[src/rtl/sram_lane_pkg.sv]
`timescale 1ns/1ps
package sram_lane_pkg;

    typedef enum logic [2:0] {
        ST_IDLE,
        ST_WSETUP,
        ST_WPULSE,
        ST_WHOLD,
        ST_RACCESS
    } ctrl_state_t;

    function automatic int cdiv(input int num, input int den);
        return (num + den - 1) / den;
    endfunction

    function automatic int imax(input int a, input int b);
        return (a > b) ? a : b;
    endfunction

endpackage

[src/rtl/sram_wait_cnt.sv]
`timescale 1ns/1ps
module sram_wait_cnt #(
    parameter int W = 8
) (
    input  logic         clk,
    input  logic         rst_n,
    input  logic         load,
    input  logic [W-1:0] load_val,
    output logic         done
);
    logic [W-1:0] cnt_q;

    always_ff @(posedge clk or negedge rst_n) begin
        if (!rst_n) begin
            cnt_q <= '0;
        end else if (load) begin
            cnt_q <= load_val;
        end else if (cnt_q != '0) begin
            cnt_q <= cnt_q - 1'b1;
        end
    end

    assign done = (cnt_q == '0);
endmodule

[src/rtl/sram_bus_guard.sv]
`timescale 1ns/1ps
module sram_bus_guard #(
    parameter int W        = 8,
    parameter int TURN_CYC = 2
) (
    input  logic clk,
    input  logic rst_n,
    input  logic start,
    output logic busy
);
    logic [W-1:0] gap_q;

    always_ff @(posedge clk or negedge rst_n) begin
        if (!rst_n) begin
            gap_q <= '0;
        end else if (start) begin
            gap_q <= W'(TURN_CYC);
        end else if (gap_q != '0) begin
            gap_q <= gap_q - 1'b1;
        end
    end

    assign busy = (gap_q != '0);
endmodule

[src/rtl/sram_lane_mask.sv]
`timescale 1ns/1ps
module sram_lane_mask #(
    parameter int LANES = 2
) (
    input  logic [8*LANES-1:0] data_in,
    input  logic [LANES-1:0]   lane_en,
    output logic [8*LANES-1:0] data_out
);
    for (genvar g = 0; g < LANES; g++) begin : g_lane
        assign data_out[8*g +: 8] = lane_en[g] ? data_in[8*g +: 8] : 8'h00;
    end
endmodule

[src/rtl/sram_lane_ctrl.sv]
`timescale 1ns/1ps
module sram_lane_ctrl
    import sram_lane_pkg::*;
#(
    parameter int ADDR_W        = 17,
    parameter int DATA_W        = 16,
    parameter int CLK_PERIOD_NS = 10,
    parameter int T_WC_NS       = 45,
    parameter int T_PWE_NS      = 35,
    parameter int T_SD_NS       = 25,
    parameter int T_AA_NS       = 45,
    parameter int T_DOE_NS      = 22,
    parameter int T_RC_NS       = 45,
    parameter int T_HZ_NS       = 18,
    parameter int CNT_W         = 8
) (
    input  logic                  clk,
    input  logic                  rst_n,
    input  logic                  req_valid,
    output logic                  req_ready,
    input  logic [ADDR_W-1:0]     req_addr,
    input  logic                  req_write,
    input  logic [DATA_W/8-1:0]   req_mask,
    input  logic [DATA_W-1:0]     req_wdata,
    output logic                  rsp_valid,
    output logic [DATA_W-1:0]     rsp_rdata,
    output logic [ADDR_W-1:0]     mem_addr,
    output logic                  mem_ce_n,
    output logic                  mem_we_n,
    output logic                  mem_oe_n,
    output logic [DATA_W/8-1:0]   mem_be_n,
    output logic [DATA_W-1:0]     mem_dq_out,
    output logic                  mem_dq_oe,
    input  logic [DATA_W-1:0]     mem_dq_in
);
    localparam int LANES    = DATA_W / 8;
    localparam int PWE_CYC  = imax(cdiv(T_PWE_NS, CLK_PERIOD_NS),
                                   1 + cdiv(T_SD_NS, CLK_PERIOD_NS));
    localparam int WC_CYC   = cdiv(T_WC_NS, CLK_PERIOD_NS);
    localparam int HOLD_RAW = WC_CYC - 1 - PWE_CYC;
    localparam int HOLD_CYC = (HOLD_RAW < 1) ? 1 : HOLD_RAW;
    localparam int RD_CYC   = imax(cdiv(T_AA_NS, CLK_PERIOD_NS),
                                   imax(cdiv(T_DOE_NS, CLK_PERIOD_NS),
                                        cdiv(T_RC_NS, CLK_PERIOD_NS)));
    localparam int TURN_CYC = cdiv(T_HZ_NS, CLK_PERIOD_NS);

    ctrl_state_t state_q, state_d;

    logic              cnt_load;
    logic [CNT_W-1:0]  cnt_val;
    logic              cnt_done;
    logic              turn_start;
    logic              turn_busy;
    logic              accept;
    logic              null_req;
    logic              rd_finish;
    logic              null_read;

    logic [ADDR_W-1:0] addr_q;
    logic [DATA_W-1:0] wdata_q;
    logic [LANES-1:0]  mask_q;
    logic              drive_q;
    logic              rsp_valid_q;
    logic [DATA_W-1:0] rdata_q;
    logic [DATA_W-1:0] rd_masked;

    sram_wait_cnt #(.W(CNT_W)) u_wait (
        .clk      (clk),
        .rst_n    (rst_n),
        .load     (cnt_load),
        .load_val (cnt_val),
        .done     (cnt_done)
    );

    sram_bus_guard #(.W(CNT_W), .TURN_CYC(TURN_CYC)) u_guard (
        .clk   (clk),
        .rst_n (rst_n),
        .start (turn_start),
        .busy  (turn_busy)
    );

    sram_lane_mask #(.LANES(LANES)) u_mask (
        .data_in  (mem_dq_in),
        .lane_en  (mask_q),
        .data_out (rd_masked)
    );

    // Next-state and counter control
    always_comb begin
        state_d    = state_q;
        cnt_load   = 1'b0;
        cnt_val    = '0;
        accept     = 1'b0;
        null_req   = 1'b0;
        turn_start = 1'b0;
        rd_finish  = 1'b0;
        unique case (state_q)
            ST_IDLE: begin
                if (req_valid) begin
                    accept = 1'b1;
                    if (req_mask == '0) begin
                        null_req = 1'b1;
                    end else if (req_write) begin
                        state_d = ST_WSETUP;
                    end else begin
                        state_d  = ST_RACCESS;
                        cnt_load = 1'b1;
                        cnt_val  = CNT_W'(RD_CYC - 1);
                    end
                end
            end
            ST_WSETUP: begin
                if (!turn_busy) begin
                    state_d  = ST_WPULSE;
                    cnt_load = 1'b1;
                    cnt_val  = CNT_W'(PWE_CYC - 1);
                end
            end
            ST_WPULSE: begin
                if (cnt_done) begin
                    state_d  = ST_WHOLD;
                    cnt_load = 1'b1;
                    cnt_val  = CNT_W'(HOLD_CYC - 1);
                end
            end
            ST_WHOLD: begin
                if (cnt_done) begin
                    state_d = ST_IDLE;
                end
            end
            ST_RACCESS: begin
                if (cnt_done) begin
                    state_d    = ST_IDLE;
                    turn_start = 1'b1;
                    rd_finish  = 1'b1;
                end
            end
            default: state_d = ST_IDLE;
        endcase
    end

    assign null_read = accept && null_req && !req_write;

    // State register
    always_ff @(posedge clk or negedge rst_n) begin
        if (!rst_n) begin
            state_q <= ST_IDLE;
        end else begin
            state_q <= state_d;
        end
    end

    // Request capture, drive enable and response
    always_ff @(posedge clk or negedge rst_n) begin
        if (!rst_n) begin
            addr_q      <= '0;
            wdata_q     <= '0;
            mask_q      <= '0;
            drive_q     <= 1'b0;
            rsp_valid_q <= 1'b0;
            rdata_q     <= '0;
        end else begin
            if (accept) begin
                addr_q  <= req_addr;
                wdata_q <= req_wdata;
                mask_q  <= req_mask;
            end
            drive_q     <= (state_q == ST_WPULSE) && (state_d == ST_WPULSE);
            rsp_valid_q <= null_read || rd_finish;
            if (null_read) begin
                rdata_q <= '0;
            end else if (rd_finish) begin
                rdata_q <= rd_masked;
            end
        end
    end

    // Memory strobes decoded from state
    always_comb begin
        mem_ce_n = 1'b1;
        mem_we_n = 1'b1;
        mem_oe_n = 1'b1;
        mem_be_n = '1;
        unique case (state_q)
            ST_IDLE: begin
            end
            ST_WSETUP: begin
                mem_ce_n = 1'b0;
                mem_be_n = ~mask_q;
            end
            ST_WPULSE: begin
                mem_ce_n = 1'b0;
                mem_we_n = 1'b0;
                mem_be_n = ~mask_q;
            end
            ST_WHOLD: begin
                mem_ce_n = 1'b0;
                mem_be_n = ~mask_q;
            end
            ST_RACCESS: begin
                mem_ce_n = 1'b0;
                mem_oe_n = 1'b0;
                mem_be_n = ~mask_q;
            end
            default: begin
            end
        endcase
    end

    assign req_ready  = (state_q == ST_IDLE);
    assign mem_addr   = addr_q;
    assign mem_dq_out = wdata_q;
    assign mem_dq_oe  = drive_q;
    assign rsp_valid  = rsp_valid_q;
    assign rsp_rdata  = rdata_q;
endmodule

[config.mk]
export PLATFORM = sky130hd
export DESIGN_NAME = sram_lane_ctrl
export DESIGN_NICKNAME = d
export VERILOG_FILES = /design/src/rtl/sram_lane_pkg.sv /design/src/rtl/sram_wait_cnt.sv /design/src/rtl/sram_bus_guard.sv /design/src/rtl/sram_lane_mask.sv /design/src/rtl/sram_lane_ctrl.sv
export SDC_FILE = /design/constraint.sdc
export NUM_CORES = 1
export LEC_CHECK = 0
export ABC_AREA = 1
export BUFFER_PORTS_ARGS = -buffer_cell sky130_fd_sc_hd__buf_2
export CAP_MARGIN = 15
export CORE_UTILIZATION = 51
export CTS_CLUSTER_SIZE = 25
export DETAILED_ROUTE_END_ITERATION = 10
export PLACE_DENSITY_LB_ADDON = 0.08
export SLEW_MARGIN = 0
export SYNTH_ARGS = -nofsm -noshare
export SYNTH_HDL_FRONTEND = slang
export SYNTH_HIERARCHICAL = 1
export SYNTH_SLANG_ARGS = --single-unit
[constraint.sdc]
create_clock -name clk -period 2.32 [get_ports clk]
set_input_delay 0.116 -clock clk [delete_from_list [all_inputs] [get_ports clk]]
set_output_delay 0.116 -clock clk [all_outputs]
set_load 0.03 [all_outputs]
# Word-level counts from Yosys, hierarchy flattened
# Cells that the tools add are included.
dict set report op_classes {
  div_mod_pow 0
  n_addsub 2
  shifts 0
  n_mux 36
  eq_ne 5
  order_cmp 0
  bitwise_logic 1
  reduce_logical 15
  mul 0
}
# op n
set op_table {}
lappend op_table {{$mux 8} 6}
lappend op_table {{$mux 16} 2}
lappend op_table {{$mux 3} 9}
lappend op_table {{$reduce_bool 8->1} 2}
lappend op_table {{$sub 8x1->8 const B} 2}
lappend op_table {{$mux 1} 14}
lappend op_table {{$pmux 3 s4} 1}
lappend op_table {{$eq 3x2->1 const B} 3}
lappend op_table {{$logic_not 8->1} 1}
lappend op_table {{$pmux 3 s2} 1}
lappend op_table {{$reduce_bool 2->1} 3}
lappend op_table {{$mux 2} 2}
lappend op_table {{$reduce_or 4->1} 1}
lappend op_table {{$eq 3x1->1 const B} 1}
lappend op_table {{$eq 3x3->1 const B} 1}
lappend op_table {{$logic_and 1x1->1} 3}
lappend op_table {{$logic_not 3->1} 1}
lappend op_table {{$pmux 1 s3} 1}
lappend op_table {{$logic_not 2->1} 1}
lappend op_table {{$not 2->2} 1}
lappend op_table {{$reduce_or 2->1} 1}
lappend op_table {{$logic_not 1->1} 1}
lappend op_table {{$logic_or 1x1->1} 1}
dict set report totals {
  mem_bits_rw 0
  out_inout_bits 57
  mem_count 0
  wordCells 68
  regBits 72
  latch_bits 0
  rom_bits 0
}

# Depth between registers and ports, before layout
# Gate-level depths: netlist of the first run.
dict set report depth {
  word_depth 7
  depth_mapped 14
}

# Cells and area by module
# The synthesis of the first run kept the hierarchy.
# module seq_area_each_um2 instances area_per_inst_um2 cells_per_inst
set modules_own_cells {}
lappend modules_own_cells {sram_lane_ctrl 1401.3 1 2366.0 269}
lappend modules_own_cells {sram_wait_cnt 200.2 1 513.0 71}
lappend modules_own_cells {sram_bus_guard 200.2 1 491.7 70}
lappend modules_own_cells {sram_lane_mask 0.0 1 130.1 34}

# Least setup slack after synthesis of the first run
# Ideal clock, no wire load.
dict set report synth_path {
  kind {flip-flop to flip-flop}
  from {register u_wait.cnt_q[0]}
  to {register u_wait.cnt_q[0]}
  setup_time_ns 0.118
  synth_period_minus_slack_ns 1.770
  n_path_buf 1
  path_slack_ns 0.550
  stages_incl_launch_ff 11
  t_arrival_ns 1.652
  required_time_ns 2.202
  cell_sequence {dfrtp_1 inv_1 ha_1 nand2_2 nor2_4 nand4_1 nand3_1 buf_2 o21ai_0 nand2_1 o21ai_2}
}
dict set report synth_between {
  elab_chain_cells 4
}
# element line_no
set synth_rtl {}
lappend synth_rtl {{start: declaration} sram_wait_cnt.sv:11} ;# logic [W-1:0] cnt_q;
lappend synth_rtl {{start signal: assignment} sram_wait_cnt.sv:17} ;# cnt_q <= load_val;
lappend synth_rtl {{start signal: assignment} sram_wait_cnt.sv:19} ;# cnt_q <= cnt_q - 1'b1;
lappend synth_rtl {{$logic_not 8->1 *} sram_wait_cnt.sv:23} ;# assign done = (cnt_q == '0);
lappend synth_rtl {{net cnt_done} sram_lane_ctrl.sv:51} ;# logic cnt_done;
lappend synth_rtl {{$mux 1 *} sram_lane_ctrl.sv:120} ;# if (cnt_done) begin
lappend synth_rtl {{$pmux 1 s3 *} sram_lane_ctrl.sv:97} ;# unique case (state_q)
lappend synth_rtl {{net cnt_load} sram_lane_ctrl.sv:49} ;# logic cnt_load;
lappend synth_rtl {{$mux 8 or $reduce_bool 2->1 (tied branches)} -}
# Mark *: on every way through the listed nets, which the timed path passes. The rest lies on a longest branch. The select of a mux whose other input is x is not followed.
# A chain may end at the register's enable or synchronous reset.

# Worst setup path in the final report of the first run
dict set report layout_path {
  from {register u_guard.gap_q[3]}
  to {register u_wait.cnt_q[4]}
}
dict set report layout_between {
  elab_chain_cells 4
}
# element line_no
set layout_rtl {}
lappend layout_rtl {{start: declaration} sram_bus_guard.sv:11} ;# logic [W-1:0] gap_q;
lappend layout_rtl {{start signal: assignment} sram_bus_guard.sv:17} ;# gap_q <= W'(TURN_CYC);
lappend layout_rtl {{start signal: assignment} sram_bus_guard.sv:19} ;# gap_q <= gap_q - 1'b1;
lappend layout_rtl {{$reduce_bool 8->1 *} sram_bus_guard.sv:23} ;# assign busy = (gap_q != '0);
lappend layout_rtl {{net turn_busy} sram_lane_ctrl.sv:53} ;# logic turn_busy;
lappend layout_rtl {{$mux 1 *} sram_lane_ctrl.sv:113} ;# if (!turn_busy) begin
lappend layout_rtl {{$pmux 1 s3 *} sram_lane_ctrl.sv:97}
lappend layout_rtl {{net cnt_load} sram_lane_ctrl.sv:49}
lappend layout_rtl {{$mux 8 or $reduce_bool 2->1 (tied branches)} -}
# Mark *: on every way through the listed nets, which the timed path passes. The rest lies on a longest branch.

==> qor.yml, run 1 <==
timing:
  setup_ws_ps: 250
  maxSlewViolCount: 0
  period_needed_ps: 2070
  finalSetupViolations: 0
  worstMarginPinSlew_ps: 706
  slew_headroom_pct: 52.8
  hold_viol: 0
  finalSetupTns_ps: 0
  fmax_mhz: 483
  post-route-period-util_pct: 89.2
  rsz0062_at_grt: "false"
  fin_skew_ps: 7.90
detailed_routing:
  dr_total_vias: 3280
  drt_wl_total_um: 8210
  drc_errors: 8
  drtIter0Drc: 144
  drtAntennaViolNets: 0
  via_per_inst: 4.84
  wl_per_cell_um: 12.1
  drt-pass1-iter-count: 10
finish:
  stdcell_count: 677
  layout_commonest_cell: "nand2_1"
  num_antenna_cells: 0
  design_area_um2: 4660
  fin_util_pct: 71.7
  area_growth_pct: 33.1
  final_cell_mix: "nand2_1 (194), buf_2 (111), dfrtp_1 (72), inv_1 (46), dlygate4sd3_1 (34)"
  finalNetCount: 654
  drive_gt1_share_pct: 27.3
place:
  placed_area_um2: 4110
  dp_cells: 628
  portBuffers: 111
  dpl.hpwl_um: 5430
  routabilityCongestion: 0.870
  dp_slack_ps: 247
setup_path:
  worstPathRequired_ps: 2570
  ff2ff_path_depth: 12
  r2r-end: "u_wait/cnt_q[4]$_DFFE_PN0P_"
  crit_path_max_fanout: 9
  regToRegSetupSlack_ps: 250
  critPathCaptureType: "flip-flop"
  setup.worst_path.class: "flip-flop to flip-flop"
  worst_setup_path_start_kind: "flip-flop"
  worst_ep_arrival_time_ps: 2320
  r2r_start: "u_guard/gap_q[3]$_DFFE_PN0P_"
die:
  row_count: 29
  die_w_um: 84.9
  die_area_um2: 7200
  core-area_um2: 6490
  die_y_um: 84.9
  ios: 112
  start_util_pct: 53.9
yosys:
  yosysWarnings: 6
  netlist_instances: 444
  synth_compound_area_share_pct: 5.11
  synth_area_per_cell_um2: 7.88
  yosysTopAreaCell: "dfrtp_1"
  synth_top_family_by_area: "simple AND/OR/NAND/NOR gates"
  synthMuxAreaShare_pct: 0
  netlist_top_cells_area: "dfrtp_1 (51%), nand2_1 (21%), inv_1 (4.9%)"
  yosys.area_share.simple_pct: 33.6
  yosysUniqueCellTypes: 25
  ys_seq_elements: 72
  synthXorXnorAreaFrac_pct: 0.500
  synth.yosys.seq_area_share_pct: 51.5
  synth_area_um2: 3500
  synth_top_area_share_pct: 51.5
  synthAdderAreaFrac_pct: 1.07
hold_path:
  hp-class: "input port to flip-flop"
  hp-start: "mem_dq_in[3]"
  hold_path_depth: 5
  min_to: "rsp_rdata[3]$_DFFE_PN0P_"
global_routing:
  grt_util_met3_pct: 5.54
  grt_usage_pct: 24.3
  met2_usage_pct: 38.8
  antenna_found_initial: 0
  grt_pass1_wl_um: 13900
  grt_pass1_vias: 3087
  grt.busiest_layer: "met2"
  grt_max_degree: 34
  use_met1_pct: 32.7
  gr-total-overflow: 0
clock_tree:
  numCtsBuffers: 9
  clockBufferDepth: 2
  cts_tree: "built"
  root_buffer: "clkbuf_8"
  clk_pin_slew_ps: 80
  clock_latency_ps: 330
  cts-htree-levels: 3
  numClockSinks: 72
power_and_ir_drop:
  leakage_uw: 0.00265
  p_per_area_nw_per_um2: 1350
  peakVddDrop_v: 0.000831
outcome:
  violations: "design-rule violations"
  outcome: "complete, but fails checks"
job:
  drv_cap: 0
[sequential cells by signal (all words and copies together), names as in the netlist]
register,cells
mask_q,2
u_guard/gap_q,8
mem_dq_out,16
rsp_valid,1
mem_addr,17
rsp_rdata,16
mem_dq_oe,1
u_wait/cnt_q,8
state_q,3
[metrics by stage]
stage          power, uW  hold slack (ps)
6_report            6310              103
5_1_grt             6800              104
4_1_cts             6330             83.3
3_5_place_dp        5220              129
3_3_place_gp        5150              127
2_1_floorplan       4420             -180
[cells by family after synthesis]
family,after synthesis
AND/OR/NAND/NOR,270
flip-flops,72
buffers and inverters,63
AO/OA/AOI/OAI,33
adder cells (fa/ha/maj),3
XOR/XNOR,2
other,1
[metal layers]
layer,wire (um),share of wire (%),vias up
li1,-,-,1657
met1,3710,45,1499
met2,3770,46,112
met3,576,7.0,12
met4,142,1.7,0
met5,0,0,-
[Yosys cell counts, drive strengths merged]
master and instances:
xor2 1, dfrtp 72, conb 1, ha 3, inv 50, nand2 208, o21ai 15, a21boi 1
xnor2 1, nand3 26, nor2 32, a21oi 17, buf 13, nand4 4
[worst max-delay path by stage]
stage | cells after the start | slack (ps) | end | from
after floorplan | 10 | 550 | u_wait/cnt_q[0]$_DFFE_PN0P_ | u_wait/cnt_q[0]$_DFFE_PN0P_
after global placement | 12 | 360 | u_wait/cnt_q[4]$_DFFE_PN0P_ | u_guard/gap_q[2]$_DFFE_PN0P_
after detailed placement | 12 | 250 | u_wait/cnt_q[4]$_DFFE_PN0P_ | u_guard/gap_q[3]$_DFFE_PN0P_
after CTS | 12 | 240 | u_wait/cnt_q[4]$_DFFE_PN0P_ | u_guard/gap_q[3]$_DFFE_PN0P_
after global routing | 12 | 2 | u_wait/cnt_q[4]$_DFFE_PN0P_ | u_guard/gap_q[3]$_DFFE_PN0P_
final | 12 | 250 | u_wait/cnt_q[4]$_DFFE_PN0P_ | u_guard/gap_q[3]$_DFFE_PN0P_
[worst max-delay path: stages (launching register included)]
cell	delay [ps]
dfrtp_1	430
inv_1	90
nand2_1	60
nor2_1	180
nand3_1	100
inv_1	70
nand2_1	60
nor2_1	180
inv_1	80
nand3_1	270
inv_1	170
nand2_4	140
a21boi_1	160
[layout make-up]
cell class,count,area (um^2)
inverters,50,190
clock inverters,6,85.1
clock buffers,9,124
multi-input cells,313,1430
fillers,491,1840
repair buffers,150,933
well taps,77,96.3
flip-flops and latches,72,1800
[report_power, final]
part / total [uW] / switching (uW) / internal (uW)
clock network: 1050 / 457 / 596
logic: 2970 / 2040 / 936
registers: 2280 / 437 / 1840
[timing repair]
item,4_1_cts,5_1_grt
endpoints found under the hold margin,54,0
gates resized for setup,0,0
hold buffers,34,0
setup buffers,0,0
(Power assumes the default switching activity.)
==> inputs of run 2 (changes only) <==
HOLD_SLACK_MARGIN = 0.12   (was not set)
RECOVER_POWER = 100   (was not set)
==> run 2 against run 1 <==
Compared with the run above:
- the flow still finishes with violations (design-rule violations)
- total power down 2.0%
- critical path type unchanged
- clock skew rose by 0.60 ps
- register-to-register slack is essentially flat
- combinational power fell by 4%
- setup slack improved by 2.8 ps
- worst hold slack gained 37 ps
- highest routed layer unchanged
==> qor.yml, run 2 (synthesis results as in run 1) <==
timing:
  finalSetupViolations: 0  # unchanged
  finalSetupTns_ps: 0  # unchanged
  rsz0062_at_grt: "false"
  post-route-period-util_pct: 89.1  # -0.12 points
  fmax_mhz: 484  # +0.14%
  hold_ws_ps: 140  # +37.3 ps
  slew_headroom_pct: 15.3  # -38 points
  fin_skew_ps: 8.50  # +0.599 ps
  maxSlewViolCount: 0  # unchanged
  hold_viol: 0  # unchanged
  period_needed_ps: 2070  # -2.82 ps
  worstMarginPinSlew_ps: 1270  # +565 ps
clock_tree:
  numCtsBuffers: 9  # unchanged
  cts-htree-levels: 3  # unchanged
  root_buffer: "clkbuf_8"
  clockBufferDepth: 2  # unchanged
  clock_latency_ps: 330  # about the same
  post-cts-setup-buffer-count: 0  # unchanged
  clk_pin_slew_ps: 80  # about the same
  cts_tree: "built"
  numClockSinks: 72  # unchanged
finish:
  drive_gt1_share_pct: 15.6  # -12 points
  area_growth_pct: 33.9
  layout_commonest_cell: "nand2_1"
  multiInputGateArea_um2: 1390  # -2.7%
  nFillCells: 522  # +6.3%
  final_cell_mix: "nand2_1 (200), dfrtp_1 (72), clkbuf_1 (57), buf_2 (54), dlygate4sd3_1 (49)"
  num_antenna_cells: 0  # unchanged
  largest_reg_flops: 17  # unchanged
  final-seq-area_um2: 1800  # unchanged
  finalNetCount: 669  # +2.3%
setup_path:
  crit_path_max_fanout: 9  # unchanged
  worstPathRequired_ps: 2570  # about the same
  worst_setup_path_start_kind: "flip-flop"
  regToRegSetupSlack_ps: 250  # about the same
  critPathCaptureType: "flip-flop"
  worst_ep_arrival_time_ps: 2320  # about the same
  setup.worst_path.class: "flip-flop to flip-flop"
place:
  portBuffers: 111  # unchanged
  routabilityCongestion: 0.870  # unchanged
  dpl.hpwl_um: 5430  # unchanged
global_routing:
  gr-total-overflow: 0  # unchanged
  antenna_found_initial: 0  # unchanged
  grt_pass1_vias: 3212  # +4.0%
  grt_pass1_wl_um: 14500  # +3.8%
  grt_usage_pct: 25.2  # +0.95 points
  grt_max_degree: 34  # unchanged
die:
  ios: 112  # unchanged
  die_area_um2: 7200  # unchanged
  die_w_um: 84.9  # unchanged
  core-area_um2: 6490  # unchanged
  die_y_um: 84.9  # unchanged
  row_count: 29  # unchanged
  start_util_pct: 53.9  # unchanged
detailed_routing:
  wl_per_cell_um: 12.5  # +3.3%
  drt_wl_total_um: 8660  # +5.6%
  drt-pass1-iter-count: 9  # -1
  drtIter0Drc: 167  # +16%
  drtAntennaViolNets: 0  # unchanged
  dr_total_vias: 3358  # +2.4%
  drc_errors: 8  # unchanged
  via_per_inst: 4.85  # +0.16%
outcome:
  violations: "design-rule violations"
  outcome: "complete, but fails checks"
power_and_ir_drop:
  peakVddDrop_v: 0.000803  # -3.3%
  leakage_uw: 0.00252  # -4.8%
  p_total_uw: 6180  # -2.0%
  p_per_area_nw_per_um2: 1320  # -2.6%
hold_path:
  hp-class: "input port to flip-flop"
job:
  drv_cap: 0  # unchanged
==> run 2: cell count changes in the layout (fill, tap and decap cells not counted), sizes merged <==
cell / delta
buf: -60
clkbuf: +60
dlygate4sd3: +15
==> run 2: cell type report <==
| class | instances | area share, % |
|---|---|---|
| sequential | 72 | 38.4 |
| multi-input combinational | 313 | 29.6 |
| timing repair buffer | 165 | 21.4 |
| inverter | 50 | 4.00 |
| clock buffer | 9 | 2.64 |
| tap | 77 | 2.05 |
| clock inverter | 6 | 1.81 |
==> run 2: what timing repair did <==
action	CTS	global route
hold buffers	49	0
resized for setup	0	0
hold endpoints to repair	69	0
==> run 2: routing by layer <==
layer	share of wire [%]	global-route usage [%]	routed length, um
met5	0	0	0
met1	45	33.2	3860
met4	1.6	9.40	140
met2	47	41.3	4110
met3	6.4	5.54	551
==> run 2: worst max-delay path, stage by stage, from the launching register on <==
cell	delay (ps)
dfrtp_1	430
inv_1	100
nand2_1	60
nor2_1	180
nand3_1	100
inv_1	70
nand2_1	60
nor2_1	180
inv_1	80
nand3_1	250
inv_1	150
nand2_2	160
a21boi_1	170
==> run 2: final timing paths <==
| check | from | end | cells past startpoint |
|---|---|---|---|
| min in group asynchronous | rst_n | u_guard/gap_q[3]$_DFFE_PN0P_ | 2 |
| hold reg to reg | mem_addr[2]$_DFFE_PN0N_ | mem_addr[2]$_DFFE_PN0N_ | 2 |
| setup reg to reg | u_guard/gap_q[3]$_DFFE_PN0P_ | u_wait/cnt_q[4]$_DFFE_PN0P_ | 12 |
| max in group asynchronous | rst_n | rsp_rdata[15]$_DFFE_PN0P_ | 3 |
| setup / recovery | u_guard/gap_q[3]$_DFFE_PN0P_ | u_wait/cnt_q[4]$_DFFE_PN0P_ | 12 |
| hold / removal | mem_dq_in[14] | rsp_rdata[14]$_DFFE_PN0P_ | 5 |
==> run 2: metrics by stage <==
step           util (%)  setup WS, ps  area (um^2)  instances
3_3_place_gp       63.3           364         4110        628
3_5_place_dp       63.3           247         4110        628
2_1_floorplan         -           550         3520        448
6_report           72.2           253         4690        692
5_1_grt            72.2          10.0         4690        692
4_1_cts            74.0           237         4810        692
==> run 2: power by group <==
part	total, uW	leakage (uW)	switching, uW	internal (uW)
clock	1050	0.000101	458	596
sequential	2290	0.000884	447	1840
combinational	2840	0.00154	2040	795
total	6180	0.00252	2950	3240
==> inputs of run 3 (changes only) <==
CORE_UTILIZATION = 55   (was 51)
clock period = 2.45 ns   (was 2.32 ns; I/O delays follow)
==> run 3 against run 2 <==
Compared with the run above:
- sequential power fell by 5%
- fmax decreased by 4.6%
- cell count decreased by 0.43%
- combinational power decreased by 5%
- the run ends with max-capacitance violations, max-slew violations left
- sequential cell count is the same
- core utilization rose by 6.4 points
- clock power grew 11%
- wire length is 0.98% higher
- register-to-register slack better by 30 ps
- first-iteration DRC count down 15%
- final area rose by 0.96%
- setup slack improved by 31 ps
- critical path type unchanged
==> qor.yml, run 3 (synthesis results as in run 1) <==
outcome:
  outcome: "complete, but fails checks"
  violations: "max-capacitance violations, max-slew violations"
timing:
  fmax_mhz: 462  # -4.6%
  maxSlewViolCount: 73  # +73
  finalSetupTns_ps: 0  # unchanged
  period_needed_ps: 2170  # +98.8 ps
  finalSetupViolations: 0  # unchanged
  fin_skew_ps: 11.8  # +3.34 ps
  hold_viol: 0  # unchanged
  post-route-period-util_pct: 88.4  # -0.69 points
  rsz0062_at_grt: "false"
  worstMarginPinSlew_ps: 1710  # +441 ps
  slew_headroom_pct: -14.1  # -29 points
die:
  die_area_um2: 6690  # -7.1%
  die_w_um: 81.8  # -3.6%
  ios: 112  # unchanged
  core-area_um2: 6030  # -7.2%
  die_y_um: 81.8  # -3.6%
  start_util_pct: 58.1  # +4.2 points
  row_count: 28  # -3.4%
global_routing:
  gr-total-overflow: 0  # unchanged
  grt_pass1_vias: 3068  # -4.5%
  grt_pass1_wl_um: 13700  # -5.3%
  grt_max_degree: 73  # +110%
  antenna_found_initial: 0  # unchanged
  grt_usage_pct: 27.4  # +2.1 points
setup_path:
  setup.worst_path.end: "rsp_rdata[1]$_DFFE_PN0P_"
  path_buf_inv: 3  # -1
  critPathSlowestCell: "dfrtp_1"
  critPathLaunch: "u_wait/cnt_q[0]$_DFFE_PN0P_"
  setup.worst_path.class: "flip-flop to flip-flop"
  crit_chain: "inv_1, ha_1, nand2_1, nor2_4, nand3_2, inv_2, buf_4, nand2_1, a21oi_1"
  worst_ep_arrival_time_ps: 2440  # +120 ps
  critical_path.top_delay_family: "simple AND/OR/NAND/NOR gates"
  r2r_start: "u_wait/cnt_q[0]$_DFFE_PN0P_"
  crit_path_max_fanout: 18  # +9
  critical_path_cell_count: 9  # -3
  regToRegSetupSlack_ps: 280  # +30 ps
  ff2ff_path_depth: 9  # -3
  r2r-end: "rsp_rdata[1]$_DFFE_PN0P_"
  crit_top_cell: "nand2_1"
  critPathCaptureType: "flip-flop"
  slowest_delay_ps: 380  # -50 ps
  worst_setup_path_start_kind: "flip-flop"
  worstPathRequired_ps: 2720  # +150 ps
clock_tree:
  numCtsBuffers: 9  # unchanged
  clockBufferDepth: 2  # unchanged
  post_cts.resized_instances: 0  # unchanged
  post-cts-setup-buffer-count: 0  # unchanged
  cts_tree: "built"
  postCtsHoldBufs: 49  # unchanged
  clk_pin_slew_ps: 80  # about the same
  clock_latency_ps: 350  # +20 ps
  cts-htree-levels: 3  # unchanged
  root_buffer: "clkbuf_8"
  numClockSinks: 72  # unchanged
detailed_routing:
  dr_total_vias: 3357  # -0.030%
  via_per_inst: 4.87  # +0.41%
  wl_per_cell_um: 12.7  # +1.4%
  drt_wl_total_um: 8750  # +0.98%
  drc_errors: 0  # -8
  drtAntennaViolNets: 0  # unchanged
  drt-pass1-iter-count: 4  # -5
  drtIter0Drc: 142  # -15%
place:
  dpl.hpwl_um: 5130  # -5.7%
  routabilityCongestion: 0.880  # +1.1%
  dp_cells: 624  # -0.64%
  portBuffers: 111  # unchanged
finish:
  stdcell_count: 689  # -0.43%
  final_cell_mix: "nand2_1 (195), dfrtp_1 (72), clkbuf_1 (56), buf_2 (55), dlygate4sd3_1 (49)"
  largest_reg_flops: 17  # unchanged
  num_antenna_cells: 0  # unchanged
  layout_commonest_cell: "nand2_1"
  area_growth_pct: 35.2
  finalNetCount: 667  # -0.30%
  drive_gt1_share_pct: 16.6  # +1.0 points
power_and_ir_drop:
  p_int_uw: 3220  # -0.60%
  switching_share_pct: 46.7  # -0.93 points
  p_per_area_nw_per_um2: 1280  # -3.3%
  peakVddDrop_v: 0.000867  # +7.9%
  p_total_uw: 6040  # -2.3%
  p_comb_share_pct: 44.6  # -1.3 points
  seqPwrFrac_pct: 36.1  # -1.0 points
  p_clk_share_pct: 19.3  # +2.2 points
  leakage_uw: 0.00253  # +0.52%
  p_switching_uw: 2820  # -4.2%
hold_path:
  hold_path_depth: 5  # unchanged
  hp-class: "input port to flip-flop"
job:
  drv_cap: 1  # +1
run 3: cell types whose count changed in the layout (fill, tap and decap cells not counted), sizes merged:
cell / previous run / this run
clkinv: 2 / 1
bufinv: 2 / 3
clkbuf: 69 / 67
buf: 56 / 57
run 3: worst reg2reg max path, stage by stage, from the launching register on:
cell     delay [ps]
dfrtp_1         380
inv_1            90
ha_1            250
nand2_1         130
nor2_4          210
nand3_2         340
inv_2           220
buf_4           240
nand2_1         100
a21oi_1         140
run 3: how the worst min path moves through the flow:
stage,from,endpoint,slack (ps)
after floorplan,rst_n,mask_q[0]$_DFFE_PN0N_,-170
after global placement,req_addr[12],mem_addr[12]$_DFFE_PN0N_,320
after detailed placement,req_addr[14],mem_addr[14]$_DFFE_PN0N_,330
after CTS,mem_dq_in[11],rsp_rdata[11]$_DFFE_PN0P_,120
after global routing,mem_dq_in[1],rsp_rdata[1]$_DFFE_PN0P_,130
final,mem_dq_in[11],rsp_rdata[11]$_DFFE_PN0P_,140
run 3: cell type report:
type | count | area, um^2
clock inverter | 6 | 115
clock buffer | 10 | 138
tap | 75 | 93.8
fill | 461 | 1290
timing repair buffer | 163 | 996
multi-input combinational | 313 | 1400
sequential | 72 | 1800
inverter | 50 | 189
run 3: through the flow:
stage          hold WS [ps]  utilization, %  worst slack, ps  cell area [um^2]
6_report                140            78.6              284              4730
5_1_grt                 133            78.6             49.4              4730
4_1_cts                 125            80.2              336              4830
3_5_place_dp            325            67.9              333              4090
3_3_place_gp            322            67.9              415              4090
2_1_floorplan          -173               -              680              3520
run 3: metal layers:
metal	GRT usage, %	vias up	wire, um
met5	0	-	0
met4	11.2	0	220
met1	34.9	1518	3810
met3	8.00	23	685
met2	43.5	140	4030
li1	-	1676	-
run 3: power by group through the flow:
stage,clock [uW],sequential [uW],combinational [uW]
floorplan,0,2880,1300
global placement,0,2160,2700
detailed placement,0,2160,2760
CTS,1190,2150,2830
global route,1240,2250,2990
finish,1170,2180,2690
